**config.mk**
```make
export PLATFORM = sky130hd
export DESIGN_NAME = wvl_blk_sched
export DESIGN_NICKNAME = d
export VERILOG_FILES = /design/src/rtl/wvl_pkg.sv /design/src/rtl/wvl_shape.sv /design/src/rtl/wvl_walk.sv /design/src/rtl/wvl_lane_addr.sv /design/src/rtl/wvl_blk_sched.sv
export SDC_FILE = /design/constraint.sdc
export NUM_CORES = 1
export LEC_CHECK = 0
export BUFFER_PORTS_ARGS = -buffer_cell sky130_fd_sc_hd__buf_2
export CAP_MARGIN = 40
export CELL_PAD_IN_SITES_DETAIL_PLACEMENT = 1
export CELL_PAD_IN_SITES_GLOBAL_PLACEMENT = 1
export CORE_MARGIN = 2
export CORE_UTILIZATION = 40
export CTS_BUF_LIST = sky130_fd_sc_hd__clkbuf_4 sky130_fd_sc_hd__clkbuf_8 sky130_fd_sc_hd__clkbuf_16
export DETAILED_ROUTE_END_ITERATION = 7
export PLACE_DENSITY = 0.83
export SYNTH_ARGS = -nofsm -noshare
export SYNTH_HDL_FRONTEND = slang
export SYNTH_SLANG_ARGS = --single-unit
```
**constraint.sdc**
```tcl
create_clock -name clk -period 8.3 [get_ports clk]
set_input_delay 1.66 -clock clk [delete_from_list [all_inputs] [get_ports clk]]
set_output_delay 1.66 -clock clk [all_outputs]
set_load 0.05 [all_outputs]
```
**src/rtl/wvl_pkg.sv**
```systemverilog
package wvl_pkg;
  typedef enum logic {TILE_WIDE = 1'b0, TILE_TALL = 1'b1} tile_mode_e;
endpackage

```
**src/rtl/wvl_shape.sv**
```systemverilog
module wvl_shape #(
  parameter int IMG_W = 24,
  parameter int IMG_H = 16,
  parameter int MAX_J = 2,
  parameter int MAX_R = 2,
  parameter int JW    = 2,
  parameter int RW    = 2,
  parameter int LW    = 4,
  parameter int DW    = 5
) (
  input  logic [JW-1:0] levels,
  input  logic [RW-1:0] scale,
  input  logic          tall,
  output logic [LW-1:0] h_log,
  output logic [LW-1:0] w_log,
  output logic [DW-1:0] h_dim,
  output logic [DW-1:0] w_dim,
  output logic          bad
);
  import wvl_pkg::*;

  logic [LW-1:0] long_l, short_l;

  always_comb begin
    long_l  = LW'(levels) + LW'(scale);
    short_l = LW'(levels) - LW'(1);
    if (tile_mode_e'(tall) == TILE_TALL) begin
      h_log = long_l;
      w_log = short_l;
    end else begin
      h_log = short_l;
      w_log = long_l;
    end
    h_dim = (h_log < LW'(DW)) ? (DW'(1) << h_log) : '0;
    w_dim = (w_log < LW'(DW)) ? (DW'(1) << w_log) : '0;
    bad = (levels == '0) || (int'(levels) > MAX_J) || (int'(scale) > MAX_R) ||
          (h_dim == '0) || (w_dim == '0) ||
          ((DW'(IMG_H) & (h_dim - DW'(1))) != '0) ||
          ((DW'(IMG_W) & (w_dim - DW'(1))) != '0);
  end
endmodule

```
**src/rtl/wvl_walk.sv**
```systemverilog
module wvl_walk #(
  parameter int IMG_W = 24,
  parameter int IMG_H = 16,
  parameter int LW    = 4,
  parameter int DW    = 5
) (
  input  logic          clk,
  input  logic          rst_n,
  input  logic          start,
  input  logic          bad,
  input  logic [LW-1:0] h_log_in,
  input  logic [LW-1:0] w_log_in,
  input  logic [DW-1:0] h_dim_in,
  input  logic [DW-1:0] w_dim_in,
  input  logic          ready,
  output logic          valid,
  output logic          last,
  output logic          err,
  output logic [DW-1:0] row,
  output logic [DW-1:0] col,
  output logic [DW-1:0] h_q,
  output logic [DW-1:0] w_q,
  output logic [LW-1:0] hl_q,
  output logic [LW-1:0] wl_q
);
  logic          busy_q;
  logic [DW:0]   col_nx, row_nx;
  logic          col_end, row_end, take;

  assign col_nx  = {1'b0, col} + {1'b0, w_q};
  assign row_nx  = {1'b0, row} + {1'b0, h_q};
  assign col_end = (col_nx == (DW+1)'(IMG_W));
  assign row_end = (row_nx == (DW+1)'(IMG_H));
  assign last    = col_end && row_end;
  assign valid   = busy_q;
  assign take    = busy_q && ready;

  always_ff @(posedge clk or negedge rst_n) begin
    if (!rst_n) begin
      busy_q <= 1'b0;
      err    <= 1'b0;
      row    <= '0;
      col    <= '0;
      h_q    <= '0;
      w_q    <= '0;
      hl_q   <= '0;
      wl_q   <= '0;
    end else if (!busy_q && start) begin
      err    <= bad;
      busy_q <= !bad;
      row    <= '0;
      col    <= '0;
      h_q    <= h_dim_in;
      w_q    <= w_dim_in;
      hl_q   <= h_log_in;
      wl_q   <= w_log_in;
    end else if (take) begin
      if (last) begin
        busy_q <= 1'b0;
      end else if (col_end) begin
        col <= '0;
        row <= row_nx[DW-1:0];
      end else begin
        col <= col_nx[DW-1:0];
      end
    end
  end


  hold_stable_chk: assert property (@(posedge clk) disable iff (!rst_n)
    valid && !ready |=> valid && $stable(row) && $stable(col) && $stable(h_q));

  last_drop_chk: assert property (@(posedge clk) disable iff (!rst_n)
    valid && ready && last |=> !valid);

  start_launch_chk: assert property (@(posedge clk) disable iff (!rst_n)
    !valid && start && !bad |=> valid && row == '0 && col == '0);

  err_excl_chk: assert property (@(posedge clk) disable iff (!rst_n)
    !(valid && err));

  cfg_frozen_chk: assert property (@(posedge clk) disable iff (!rst_n)
    valid |=> $stable(h_q) && $stable(w_q) && $stable(hl_q));

  col_align_chk: assert property (@(posedge clk) disable iff (!rst_n)
    valid |-> ((col & (w_q - DW'(1))) == '0) && ((row & (h_q - DW'(1))) == '0));
endmodule

```
**src/rtl/wvl_lane_addr.sv**
```systemverilog
module wvl_lane_addr #(
  parameter int IMG_W = 24,
  parameter int NL    = 32,
  parameter int LW    = 4,
  parameter int DW    = 5,
  parameter int AW    = 9
) (
  input  logic [DW-1:0]    row,
  input  logic [DW-1:0]    col,
  input  logic [LW-1:0]    hl,
  input  logic [LW-1:0]    wl,
  output logic [NL-1:0]    en,
  output logic [NL*AW-1:0] addr
);
  localparam int KW = $clog2(NL) + 1;

  for (genvar k = 0; k < NL; k++) begin : g_lane
    logic [KW-1:0] ii, jj;
    logic          on;
    always_comb begin
      ii = KW'(k) >> wl;
      jj = KW'(k) & ~({KW{1'b1}} << wl);
      on = ((KW'(k) >> (hl + wl)) == '0);
    end
    assign en[k] = on;
    assign addr[k*AW +: AW] = on ?
      ((AW'(row) + AW'(ii)) * AW'(IMG_W) + AW'(col) + AW'(jj)) : '0;
  end
endmodule

```
**src/rtl/wvl_blk_sched.sv**
```systemverilog
module wvl_blk_sched #(
  parameter int IMG_W = 24,
  parameter int IMG_H = 16,
  parameter int MAX_J = 2,
  parameter int MAX_R = 2,
  localparam int JW = $clog2(MAX_J + 2),
  localparam int RW = $clog2(MAX_R + 2),
  localparam int LW = ((JW > RW) ? JW : RW) + 2,
  localparam int DA = ($clog2(IMG_W + 1) > $clog2(IMG_H + 1)) ? $clog2(IMG_W + 1) : $clog2(IMG_H + 1),
  localparam int DW = (DA > MAX_J + MAX_R + 1) ? DA : (MAX_J + MAX_R + 1),
  localparam int AW = $clog2(IMG_W * IMG_H),
  localparam int NL = 2 ** (2 * MAX_J - 1 + MAX_R)
) (
  input  logic             clk,
  input  logic             rst_n,
  input  logic             start,
  input  logic [JW-1:0]    cfg_levels,
  input  logic [RW-1:0]    cfg_scale,
  input  logic             cfg_tall,
  input  logic             blk_ready,
  output logic             blk_valid,
  output logic [DW-1:0]    blk_row,
  output logic [DW-1:0]    blk_col,
  output logic [DW-1:0]    blk_h,
  output logic [DW-1:0]    blk_w,
  output logic             blk_last,
  output logic [NL-1:0]    lane_en,
  output logic [NL*AW-1:0] lane_addr,
  output logic             busy,
  output logic             cfg_err
);
  logic [LW-1:0] h_log, w_log, hl_q, wl_q;
  logic [DW-1:0] h_dim, w_dim;
  logic          bad;

  wvl_shape #(.IMG_W(IMG_W), .IMG_H(IMG_H), .MAX_J(MAX_J), .MAX_R(MAX_R),
              .JW(JW), .RW(RW), .LW(LW), .DW(DW)) shape_i (
    .levels(cfg_levels), .scale(cfg_scale), .tall(cfg_tall),
    .h_log(h_log), .w_log(w_log), .h_dim(h_dim), .w_dim(w_dim), .bad(bad));

  wvl_walk #(.IMG_W(IMG_W), .IMG_H(IMG_H), .LW(LW), .DW(DW)) walk_i (
    .clk(clk), .rst_n(rst_n), .start(start), .bad(bad),
    .h_log_in(h_log), .w_log_in(w_log), .h_dim_in(h_dim), .w_dim_in(w_dim),
    .ready(blk_ready), .valid(blk_valid), .last(blk_last), .err(cfg_err),
    .row(blk_row), .col(blk_col), .h_q(blk_h), .w_q(blk_w),
    .hl_q(hl_q), .wl_q(wl_q));

  wvl_lane_addr #(.IMG_W(IMG_W), .NL(NL), .LW(LW), .DW(DW), .AW(AW)) lane_i (
    .row(blk_row), .col(blk_col), .hl(hl_q), .wl(wl_q),
    .en(lane_en), .addr(lane_addr));

  assign busy = blk_valid;


  lane_count_chk: assert property (@(posedge clk) disable iff (!rst_n)
    blk_valid |-> $countones(lane_en) == 32'(blk_h) * 32'(blk_w));

  lane_base_chk: assert property (@(posedge clk) disable iff (!rst_n)
    blk_valid |-> lane_addr[AW-1:0] == AW'(blk_row) * AW'(IMG_W) + AW'(blk_col));
endmodule

```
# Word-level counts from Yosys, hierarchy flattened

Index checks and enable logic that the tools add are counted.

Add/subtract/negate cells: 102
Divide/modulo/power cells: 0
Mux-type cells: 47
Multiply operators: 32
Bitwise gates (word level): 1
Shifts and indexed selects: 67
Magnitude comparators: 4
Equality and inequality tests: 3
Reduce and logical (&&, ||, !) cells: 53

Operator list:

| kind                | count |
|---|---|
| $add 9x5->9         | 48 |
| $mux 9              | 32 |
| $mul 9x2->6 const B | 29 |
| $add 5x6->7         | 32 |
| $logic_not 6->1     | 32 |
| $shr 5x4->6 const A | 32 |
| $shr 4x4->6 const A | 16 |
| $add 9x4->9         | 8 |
| $mux 5              | 10 |
| $shr 3x4->6 const A | 8 |
| $add 9x3->9         | 4 |
| $shr 1x4->6 const A | 4 |
| $shr 2x4->6 const A | 4 |
| $mul 7x2->6 const B | 3 |
| $add 9x2->9         | 2 |
| $add 5x5->6         | 2 |
| $eq 6x5->1 const B  | 2 |
| $logic_not 5->1     | 2 |
| $shl 1x4->5 const A | 2 |
| $sub 5x1->5 const B | 2 |
| $add 9x1->9         | 1 |
| $lt 4x3->1 const B  | 2 |
| $mux 4              | 2 |
| $logic_or 1x1->1    | 6 |
| 15 further kinds    | 24 |

Latch bits: 0
Output and inout bits: 344
ROM bits: 0
Memories: 0
Input bits: 9
Register bits after elaboration: 30
Memory bits (writable): 0

# Depth between registers and ports, before layout

Word-level depth: 11
Gate-level depth with buffers: 21

# Cells and area by module

A second synthesis with hierarchy kept.

Cell total of the unflattened synthesis: 2318
Area, all modules: 17863.4 um^2

By module, submodules not included:

| module        | seq. area each (um^2) | area each (um^2) | times used | cells an instance |
|---|---|---|---|---|
| wvl_lane_addr | 0.0                   | 15902.8          | 1          | 2098 |
| wvl_walk      | 750.7                 | 1610.3           | 1          | 175 |
| wvl_shape     | 0.0                   | 342.8            | 1          | 44 |
| wvl_blk_sched | 0.0                   | 7.5              | 1          | 1 |

# Least setup slack after synthesis

OpenSTA, ideal clock, no wires.

Path type: register to output
Start point: register walk_i.row[1]
End point: output lane_addr[143]
Data required time: 6640 ps
Buffers on the path: 1
Cell stages (with the launch flop): 16
Setup slack: 942 ps
Data arrival time: 5698 ps
Cell sequence: dfrtp_1 > buf_2 > inv_2 > xnor2_1 > ha_1 > o311ai_0 > xnor2_1 > inv_1 > fa_1 > inv_1 > ha_1 > o21a_1 > o31a_1 > mux2_2 > or4_1 > mux2i_1

Cells in the longest elaborated chain, start to end: 5

RTL lines:

| what                     | line                | source |
|---|---|---|
| start: declaration       | wvl_walk.sv:19      | `output logic [DW-1:0] row,` |
| start signal: assignment | wvl_walk.sv:62      | `row <= row_nx[DW-1:0];` |
| $add 5x6->7              | wvl_lane_addr.sv:27 | `((AW'(row) + AW'(ii)) * AW'(IMG_W) + AW'(col) + AW'(jj)) : '0;` |
| $mul 9x2->6              | wvl_lane_addr.sv:27 |  |
| $add 9x5->9              | wvl_lane_addr.sv:27 |  |
| $add 9x4->9              | wvl_lane_addr.sv:27 |  |
| $mux 9                   | wvl_lane_addr.sv:26 | `assign addr[k*AW +: AW] = on ?` |
| end: declaration         | wvl_blk_sched.sv:28 | `output logic [NL*AW-1:0] lane_addr,` |

Every way passes these cells.

# Worst setup path after layout

Start point: register walk_i.wl_q[2]
End point: output lane_addr[143]

Cells in the longest elaborated chain, start to end: 6
Elaborated cells on any way between the ends: 11
Those cells by class: add/sub: 4; mul: 1; shift: 3; mux: 1; bitwise: 1; reduce/logical: 1

RTL lines:

| what                     | line                | source |
|---|---|---|
| start: declaration       | wvl_walk.sv:24      | `output logic [LW-1:0] wl_q` |
| start signal: assignment | wvl_walk.sv:56      | `wl_q <= w_log_in;` |
| $shr 4x4->6              | wvl_lane_addr.sv:21 | `ii = KW'(k) >> wl;` |
| $add 5x6->7              | wvl_lane_addr.sv:27 |  |
| $mul 9x2->6              | wvl_lane_addr.sv:27 |  |
| $add 9x5->9              | wvl_lane_addr.sv:27 |  |
| $add 9x4->9              | wvl_lane_addr.sv:27 |  |
| $mux 9 (*)               | wvl_lane_addr.sv:26 |  |

Every way passes the cells marked *; elsewhere a longest branch is shown, timed or not.

==> metrics.txt <==
Worst path max stage delay=960 ps; crit path cell chain=or2_1 > buf_4 > o21ai_0 > xnor2_1 > ha_1 > o311ai_0 > xnor2_1 > inv_1 > fa_1 > inv_1 > ha_1 > o21a_1 > o31a_1 > mux2_2 > or4_1 > mux2i_1 > buf_2; Max transition margin=36.3%; Syn Area/Cell=7.76 um2; hold path start=walk_i.err$_DFFE_PN0P_; Layout area overhead=12.8%; clk_lat worst skew=280 ps; Final #Nets=3067; Final setup viols=0; Slew Viols, Final=0; Synth Warn #=0; drt first-iter violations=943; post-route cell area=20700 um2; CTS root buf=clkbuf_16; WP buf/inv=4; Port Buf Inserts=351; CTS sink cnt=30; crit path kind=reg2out; n_diodes=0; post-route setup TNS=0 ps; Die Span Y=218 um; Post-CTS Hold Fix Bufs=0; f_max=135 MHz; status=completed; wire per inst=21.8 um; Post-synth top cells=318 x ha_1, 258 x nor2_1, 245 x inv_1; measured slew at the worst slew-check pin=955 ps; CP delay by family, top=adder cells; total number of vias=18200; Hold Slack=496 ps; sequential area share after synthesis=4.09%; Top FF cell, synth=dfrtp_1; R2R setup slack=4310 ps; Max Fanout on Critical Path=23; most common cell in the synthesized netlist=ha_1; layout cells sized above 1=16.8%; synthesized cell area=18400 um2; register area=754 um2; Layout Skew=4.75 ps; CTS resizes=0; Yosys reg bits=30; Antenna Violating Nets Remaining=0; die area=47600 um2; deepest clock path buffer count=2; Reg2Reg Depth=8; FP Rows=78; Synth area leader=ha_1; hpwl dp=58800 um; global-route wire length before repair=109000 um; total of max-cap violations=0; startpoint types=flop; Initial Util=40.5%; final std cells w/o fill=3240; routed wire length=70600 um; Min-Delay Path Depth=2; initial antenna violation count=5; TritonCTS clock tree=built; router iterations before antenna repair=7; syn nets=2793; Core Area=45400 um2; Critical Path End Type=output pin; post-CTS setup buffer count=0; async set-or-reset flop fraction in the synthesized netlist=100%; largest net degree at the start of global routing=53; Hold Path End=walk_i.err$_DFFE_PN0P_; HP Class=reg2reg; Netlist cell types=81; R2R Path End=walk_i.col[2]$_DFFE_PN0P_; final hold vios=0; DR vias/cell=5.61; Synth Instances=2365; GR Overflow Total=0; final-layout fill cell count=5754; io pins=353; Post-synth EDFFs=0; Final Cycle Share=89.4%; RSZ-0062 raised after global routing=false; Clk pin slew, worst setup/hold paths=50 ps; GRT Util Overall=29.0%; vias in the first global route=19400; total CTS buffers=5; critical path data required time=6640 ps; Post-Place Cell Area=20600 um2; footprint of the multi-input gates=16000 um2; Crit Reg-Reg Startpoint=walk_i.col[1]$_DFFE_PN0P_; final RePlAce weighted congestion=0.922; Arr. time, crit path=5760 ps; H-tree depth=2; drt drc=0; Slowest cell on crit path=dfrtp_1; die span in x=218 um; crit path time final=7420 ps; ranking of synthesized cells by area=ha_1 22%, fa_1 11%, xnor2_1 9.2%; Yosys top cell area share=21.7%; Placed Cells=3232
## stage by stage
stage	setup slack, ps	utilization, %
after floorplan	942	-
after global placement	1420	45.1
after detailed placement	1250	45.3
after CTS	946	45.6
after global routing	534	45.6
final	879	45.6
## layer usage
layer / global-route usage (%) / share of wire, % / vias up
met5: 0 / 0.031 / -
met4: 12.2 / 4.7 / 4
met3: 2.89 / 5.3 / 168
met2: 51.2 / 48 / 596
met1: 35.8 / 42 / 8942
li1: - / - / 8472
## layout by cell type (no fill, tap or decap), types with 5 or more instances in the layout
master	n
xor2_1	130
o211ai_1	8
a31o_2	5
a21boi_0	5
o21a_1	16
nor2_1	258
mux2i_1	9
fa_1	101
nand3b_1	5
and3_1	11
nor2b_1	64
xnor2_1	192
nand3_1	40
xnor3_1	21
dfrtp_1	27
buf_4	35
a22oi_1	5
buf_2	351
inv_2	5
or4_1	5
a211oi_1	11
nand2b_1	20
and2_1	79
nor3_1	40
o21ai_0	97
o22ai_1	10
or2_2	6
a21oi_2	5
mux2_2	10
nand2_1	96
a21oi_1	170
inv_1	245
a21o_1	107
clkbuf_16	5
o21bai_1	14
ha_1	318
nor4_1	5
or3_1	8
a31oi_1	21
## cell families (layout without fill, tap and decap cells)
group / Yosys count / count (layout) / synth area share (%)
compound gates: 513 / 513 / 17.5
xor+xnor: 343 / 343 / 17.9
fa+ha+maj: 419 / 419 / 32.7
buf+inv: 376 / 651 / 8.73
flops: 30 / 30 / 4.09
mux: 19 / 19 / 1.10
other cells: 1 / 1 / 0.0204
simple gates: 664 / 664 / 17.9
## worst min-delay path, stage by stage (launching register included)
cell	delay, ps
dfrtp_1	350
nand2_1	50
o21ai_0	60
## how the worst max path moves through the flow
| stage | startpoint | cells past startpoint | endpoint |
|---|---|---|---|
| 6_report | walk_i.wl_q[2]$_DFFE_PN0P_ | 17 | lane_addr[143] |
| 5_1_grt | walk_i.wl_q[2]$_DFFE_PN0P_ | 18 | lane_addr[143] |
| 4_1_cts | walk_i.wl_q[2]$_DFFE_PN0P_ | 17 | lane_addr[143] |
| 3_5_place_dp | walk_i.wl_q[2]$_DFFE_PN0P_ | 17 | lane_addr[143] |
| 3_3_place_gp | walk_i.wl_q[2]$_DFFE_PN0P_ | 16 | lane_addr[125] |
| 2_1_floorplan | walk_i.row[1]$_DFFE_PN0P_ | 15 | lane_addr[143] |
## final cells by class
cell class,instances,share of cell area (%)
Sequential cell,30,3.64
Clock inverter,1,0.0242
Timing Repair Buffer,390,10.1
Clock buffer,7,0.707
Inverter,253,4.60
Tap cell,600,3.62
Multi-Input combinational cell,1959,77.3
## sequential cells by signal (all words and copies together), names as in the netlist
signal	flops
walk_i.h_q	5
walk_i.hl_q	4
walk_i.valid	1
walk_i.wl_q	4
walk_i.col	5
walk_i.w_q	5
walk_i.err	1
walk_i.row	5
Power is left out: the tool's default activity adds up to more than one toggle a clock period on the data nets, which glitch-free logic cannot reach.
